File: config.mk
export PLATFORM = sky130hd
export DESIGN_NAME = five_op_adder
export DESIGN_NICKNAME = d
export VERILOG_FILES = /design/src/rtl/add5_pkg.sv /design/src/rtl/add5_rst_sync.sv /design/src/rtl/add5_count_cell.sv /design/src/rtl/add5_col_array.sv /design/src/rtl/add5_csa_row.sv /design/src/rtl/add5_ripple_add.sv /design/src/rtl/five_op_adder.sv
export SDC_FILE = /design/constraint.sdc
export NUM_CORES = 1
export LEC_CHECK = 0
export ABC_AREA = 1
export CAP_MARGIN = 20
export CORE_MARGIN = 5
export CORE_UTILIZATION = 25
export DETAILED_ROUTE_END_ITERATION = 7
export HOLD_SLACK_MARGIN = 0.03
export PLACE_DENSITY = 0.48
export SLEW_MARGIN = 0
export SYNTH_ARGS = -nofsm -noshare
export SYNTH_HDL_FRONTEND = slang
export SYNTH_SLANG_ARGS = --single-unit
File: constraint.sdc
create_clock -name clk -period 1.32 [get_ports clk]
set_clock_uncertainty 0.1 [all_clocks]
set_input_delay 0.264 -clock clk [delete_from_list [all_inputs] [get_ports clk]]
set_output_delay 0.264 -clock clk [all_outputs]
set_load 0.05 [all_outputs]
File: src/rtl/add5_pkg.sv
package add5_pkg;

  localparam int unsigned NUM_OPS = 5;
  localparam int unsigned CNT_BITS = 3;

  typedef struct packed {
    logic w4;
    logic w2;
    logic w1;
  } col_count_t;

endpackage

File: src/rtl/add5_rst_sync.sv
module add5_rst_sync #(
  parameter int unsigned STAGES = 2
) (
  input  logic clk,
  input  logic rst_n,
  output logic rst_ok_n
);

  logic [STAGES-1:0] chain_q;
  logic [STAGES-1:0] chain_d;

  always_comb begin
    chain_d = {chain_q[STAGES-2:0], 1'b1};
  end

  always_ff @(posedge clk or negedge rst_n) begin
    if (!rst_n) begin
      chain_q <= '0;
    end else begin
      chain_q <= chain_d;
    end
  end

  assign rst_ok_n = chain_q[STAGES-1];

endmodule

File: src/rtl/add5_count_cell.sv
module add5_count_cell
  import add5_pkg::*;
(
  input  logic       in0,
  input  logic       in1,
  input  logic       in2,
  input  logic       in3,
  input  logic       in4,
  output col_count_t cnt
);

  logic lo_a, hi_a;
  logic lo_b, hi_b;

  always_comb begin
    // first three bits: a full adder
    lo_a = in0 ^ in1 ^ in2;
    hi_a = (in0 & in1) | (in0 & in2) | (in1 & in2);
    // the partial one-weight bit plus the last two bits
    lo_b = lo_a ^ in3 ^ in4;
    hi_b = (lo_a & in3) | (lo_a & in4) | (in3 & in4);
    // two weight-two bits, at most 2 in total
    cnt.w1 = lo_b;
    cnt.w2 = hi_a ^ hi_b;
    cnt.w4 = hi_a & hi_b;
  end

endmodule

File: src/rtl/add5_col_array.sv
module add5_col_array
  import add5_pkg::*;
#(
  parameter int unsigned W = 8
) (
  input  logic [W-1:0] op_a,
  input  logic [W-1:0] op_b,
  input  logic [W-1:0] op_c,
  input  logic [W-1:0] op_d,
  input  logic [W-1:0] op_e,
  output logic [W-1:0] vec_w1,
  output logic [W-1:0] vec_w2,
  output logic [W-1:0] vec_w4
);

  col_count_t  col_cnt [W];
  logic [W-1:0] raw_w1;
  logic [W-1:0] raw_w2;
  logic [W-1:0] raw_w4;

  for (genvar j = 0; j < W; j++) begin : g_col
    add5_count_cell u_cell (
      .in0 (op_a[j]),
      .in1 (op_b[j]),
      .in2 (op_c[j]),
      .in3 (op_d[j]),
      .in4 (op_e[j]),
      .cnt (col_cnt[j])
    );
    assign raw_w1[j] = col_cnt[j].w1;
    assign raw_w2[j] = col_cnt[j].w2;
    assign raw_w4[j] = col_cnt[j].w4;
  end

  // align by weight; bits pushed past the top column are dropped
  assign vec_w1 = raw_w1;
  assign vec_w2 = {raw_w2[W-2:0], 1'b0};
  assign vec_w4 = {raw_w4[W-3:0], 2'b00};

  logic unused_top_cnt;
  assign unused_top_cnt = ^{raw_w2[W-1], raw_w4[W-1:W-2]};

endmodule

File: src/rtl/add5_csa_row.sv
module add5_csa_row #(
  parameter int unsigned W = 8
) (
  input  logic [W-1:0] in_x,
  input  logic [W-1:0] in_y,
  input  logic [W-1:0] in_z,
  output logic [W-1:0] sum_vec,
  output logic [W-1:0] carry_vec
);

  logic [W-1:0] maj;

  for (genvar i = 0; i < W; i++) begin : g_fa
    assign sum_vec[i] = in_x[i] ^ in_y[i] ^ in_z[i];
    assign maj[i]     = (in_x[i] & in_y[i]) | (in_x[i] & in_z[i]) | (in_y[i] & in_z[i]);
  end

  assign carry_vec = {maj[W-2:0], 1'b0};

  logic unused_top_maj;
  assign unused_top_maj = maj[W-1];

endmodule

File: src/rtl/add5_ripple_add.sv
module add5_ripple_add #(
  parameter int unsigned W = 8
) (
  input  logic [W-1:0] in_p,
  input  logic [W-1:0] in_q,
  output logic [W-1:0] total
);

  logic [W:0] chain;

  assign chain[0] = 1'b0;

  for (genvar i = 0; i < W; i++) begin : g_bit
    assign total[i]   = in_p[i] ^ in_q[i] ^ chain[i];
    assign chain[i+1] = (in_p[i] & in_q[i]) | (chain[i] & (in_p[i] ^ in_q[i]));
  end

  logic unused_carry_out;
  assign unused_carry_out = chain[W];

endmodule

File: src/rtl/five_op_adder.sv
module five_op_adder #(
  parameter int unsigned W           = 8,
  parameter int unsigned SYNC_STAGES = 2
) (
  input  logic         clk,
  input  logic         rst_n,
  input  logic         in_valid,
  input  logic [W-1:0] op_a,
  input  logic [W-1:0] op_b,
  input  logic [W-1:0] op_c,
  input  logic [W-1:0] op_d,
  input  logic [W-1:0] op_e,
  output logic         out_valid,
  output logic [W-1:0] sum_out
);

  logic         rst_ok_n;
  logic [W-1:0] cnt_w1, cnt_w2, cnt_w4;
  logic [W-1:0] csa_s, csa_c;
  logic [W-1:0] add_total;
  logic         res_en;
  logic [W-1:0] res_d, res_q;
  logic         vld_d, vld_q;

  add5_rst_sync #(.STAGES(SYNC_STAGES)) u_rst (
    .clk      (clk),
    .rst_n    (rst_n),
    .rst_ok_n (rst_ok_n)
  );

  add5_col_array #(.W(W)) u_cols (
    .op_a   (op_a),
    .op_b   (op_b),
    .op_c   (op_c),
    .op_d   (op_d),
    .op_e   (op_e),
    .vec_w1 (cnt_w1),
    .vec_w2 (cnt_w2),
    .vec_w4 (cnt_w4)
  );

  add5_csa_row #(.W(W)) u_csa (
    .in_x      (cnt_w1),
    .in_y      (cnt_w2),
    .in_z      (cnt_w4),
    .sum_vec   (csa_s),
    .carry_vec (csa_c)
  );

  add5_ripple_add #(.W(W)) u_cpa (
    .in_p  (csa_s),
    .in_q  (csa_c),
    .total (add_total)
  );

  always_comb begin
    res_en = in_valid;
    res_d  = res_en ? add_total : res_q;
    vld_d  = in_valid;
  end

  always_ff @(posedge clk or negedge rst_ok_n) begin
    if (!rst_ok_n) begin
      res_q <= '0;
      vld_q <= 1'b0;
    end else begin
      res_q <= res_d;
      vld_q <= vld_d;
    end
  end

  assign sum_out   = res_q;
  assign out_valid = vld_q;

endmodule

==> run_results.csv <==
group,metric,value,unit
outcome,status,"finished with violations",
outcome,violations,"negative setup slack",
global_route,met1_usage,0.0834,
worst_setup_path,startpoint_type,"primary input",
route,vias,1058,
finish,design_area,2130,µm²
placement,post-place-ws,-3.56,ns
global_route,use_met2,0.153,
clock_network,clk_latency,0.24,ns
power,p_leak,0.00112,µW
sta,fmax,243,MHz
yosys,yosys_warnings,0,
yosys,synth-seq-cells,11,
sta,finalHoldViolCount,0,
power,seqPwrFrac,0.192,
finish,instances_no_fill,286,
power,ir_drop,447,µV
finish,syn2layout_area_growth,62.6,%
power,p_int,1660,µW
route,drtIter0Drc,14,
global_route,gr-usage-all-layers,0.0790,
yosys,synthArstFlopShare,1.00,
global_route,grt.overflow.total,0,
floorplan,dieArea,6780,µm²
clock_network,clock_sinks,11,
global_route,grt_pass1_vias,1090,
clock_network,ctsHoldBuffers,0,
worst_setup_path,worstSetupPathType,"primary input to flop",
clock_network,clockBufferDepth,2,
floorplan,rows,26,
clock_network,cts_root_buf,"clkbuf_8",
global_route,grt_pass1_wl,4190,µm
yosys,avgSynthCellArea,8.12,µm²
global_route,grt_max_degree,10,
yosys,yosysSeqAreaShare,0.211,
yosys,yosysTopAreaCell,"fa_1",
yosys,synthTopCellsByArea,"fa_1, dfrtp_1, inv_1",
power,p_total,2960,µW
power,comb_power_share,0.694,
yosys,netlist_area,1310,µm²
yosys,ys.flop_type,"dfrtp_1",
job,drv_cap,0,
route,routed_wl,2540,µm
route,via_per_inst,3.70,
yosys,synth_nets,235,
yosys,syn_inst,161,
clock_network,cts_buffers,3,
global_route,antenna_found_initial,0,
worst_setup_path,required,1.35,ns
floorplan,start_util,0.256,
placement,port_buffers,51,
route,dr.pass1.iters,4,
power,p_per_area,1390,nW/µm²
clock_network,cts_tree,"built",
worst_setup_path,cp.arrival,4.14,ns
floorplan,die_w,82.3,µm
finish,finalNetCount,291,
worst_setup_path,endpoint_kind,"flop",
sta,slew_viol_final,0,
placement,gp_congestion,0.685,
placement,dp_cells,282,
yosys,synthDistinctLibCells,14,
worst_setup_path,regToRegEndpoint,"sum_out[7]",
route,ant_nets,0,
clock_network,clk_pin_slew,0.05,ns
sta,timing.final.crit_share,3.11,
power,swShare,0.438,
placement,dp_hpwl,2230,µm
finish,diodes,0,
worst_setup_path,crit_fanout,2,
finish,drive_gt1_frac,0.273,
sta,setup_viol,8,
global_route,grt.busiest_layer,"met2",
placement,place_area,2030,µm²
hold_path,min_path_type,"flop to async pin",
worst_setup_path,timing.rr.start,"sum_out[7]",
worst_setup_path,r2r_cells,2,
yosys,synth.most_common_cell,"inv_1",
route,wire_per_inst,8.88,µm
sta,setup_slack,-2.79,ns
yosys,synth_common_cells,"inv_1, nand2_1, fa_1",
floorplan,die-height,82.3,µm
clock_network,h-tree-depth,1,
global_route,met3_usage,0.0141,
worst_setup_path,r2r_slack,0.58,ns
sta,period_needed,4.11,ns
sta,whs,0.0445,ns
yosys,synth_edf_count,0,
power,p_sw,1300,µW
yosys,synth_top_area_frac,0.352,
power,power_frac_clock,0.114,
sta,rsz0062_at_grt,"yes",
route,drc,0,
floorplan,coreArea,5110,µm²
floorplan,io_pins,52,
power groups by stage:
| stage | sequential, µW | clock (µW) | combinational (µW) |
|---|---|---|---|
| global placement | 576 | 0 | 2000 |
| floorplan | 897 | 0 | 807 |
| finish | 569 | 338 | 2060 |
| CTS | 572 | 345 | 2070 |
| detailed placement | 577 | 0 | 2000 |
| global route | 586 | 368 | 2270 |
repair_timing:
item / 4_1_cts / 5_1_grt
pin swaps: 25 / 23
setup endpoints to repair: 8 / 8
setup buffers: 0 / 0
gates resized for setup: 53 / 16
per-stage QoR:
step	util	setup TNS (ns)
2_1_floorplan	-	-13.10
3_3_place_gp	0.398	-18.36
3_5_place_dp	0.398	-18.48
4_1_cts	0.412	-12.85
5_1_grt	0.416	-12.75
6_report	0.416	-12.23
kinds of logic after synthesis:
| kind of cell | share of synthesized area |
|---|---|
| adder cells (fa/ha/maj) | 0.429 |
| other | 0.00287 |
| AND/OR/NAND/NOR | 0.180 |
| flip-flops | 0.211 |
| buffers and inverters | 0.178 |
worst max-delay path by stage:
| stage | from | endpoint | slack [ns] | cells after the start |
|---|---|---|---|---|
| finish | op_a[2] | sum_out[7] | -2.79 | 23 |
| global route | op_a[2] | sum_out[7] | -2.95 | 23 |
| CTS | op_c[1] | sum_out[7] | -2.97 | 25 |
| detailed placement | op_a[2] | sum_out[7] | -3.56 | 23 |
| global placement | op_a[2] | sum_out[7] | -3.53 | 23 |
| floorplan | op_a[2] | sum_out[7] | -2.85 | 22 |
worst max-delay path, cell delays in order:
cell and delay [ns]:
buf_8 0.08, inv_8 0.02, fa_1 0.52, inv_1 0.05, fa_2 0.53, inv_2 0.04, fa_1 0.51, inv_2 0.05
ha_4 0.15, fa_2 0.33, fa_2 0.34, fa_2 0.34, fa_2 0.36, inv_2 0.07, nand2_2 0.04, nand2_1 0.05
nand2_1 0.04, nand2_1 0.07, inv_1 0.05, nand2_2 0.06, nand3_2 0.07, nand3_2 0.07, nand2_1 0.04
area by class of cell:
class,count,area [µm²]
inverters,59,236
fillers,534,2980
clock buffers,4,45.0
multi-input cells,90,885
repair buffers,52,597
flip-flops and latches,11,275
well taps,70,87.6
routing by layer:
| metal | wire, µm | part of all wire |
|---|---|---|
| met5 | 0 | 0 |
| met4 | 26 | 0.010 |
| met3 | 214 | 0.084 |
| met2 | 1330 | 0.52 |
| met1 | 966 | 0.38 |
layout by cell type (no fill, tap or decap), drive strengths merged:
cell type,Yosys,routed
nor2,2,2
buf,1,19
dfrtp,11,11
inv,59,59
clkdlybuf4s50,0,30
clkbuf,0,5
ha,8,8
nand3,4,4
clkdlybuf4s15,0,2
fa,23,23
or2,1,1
conb,1,1
nand2,51,51
state kept, by name, indices dropped and copies added (netlist names):
register,count
sum_out,8
out_valid,1
u_rst.chain_q,2
Note: power is estimated with default switching activity, not from simulation.
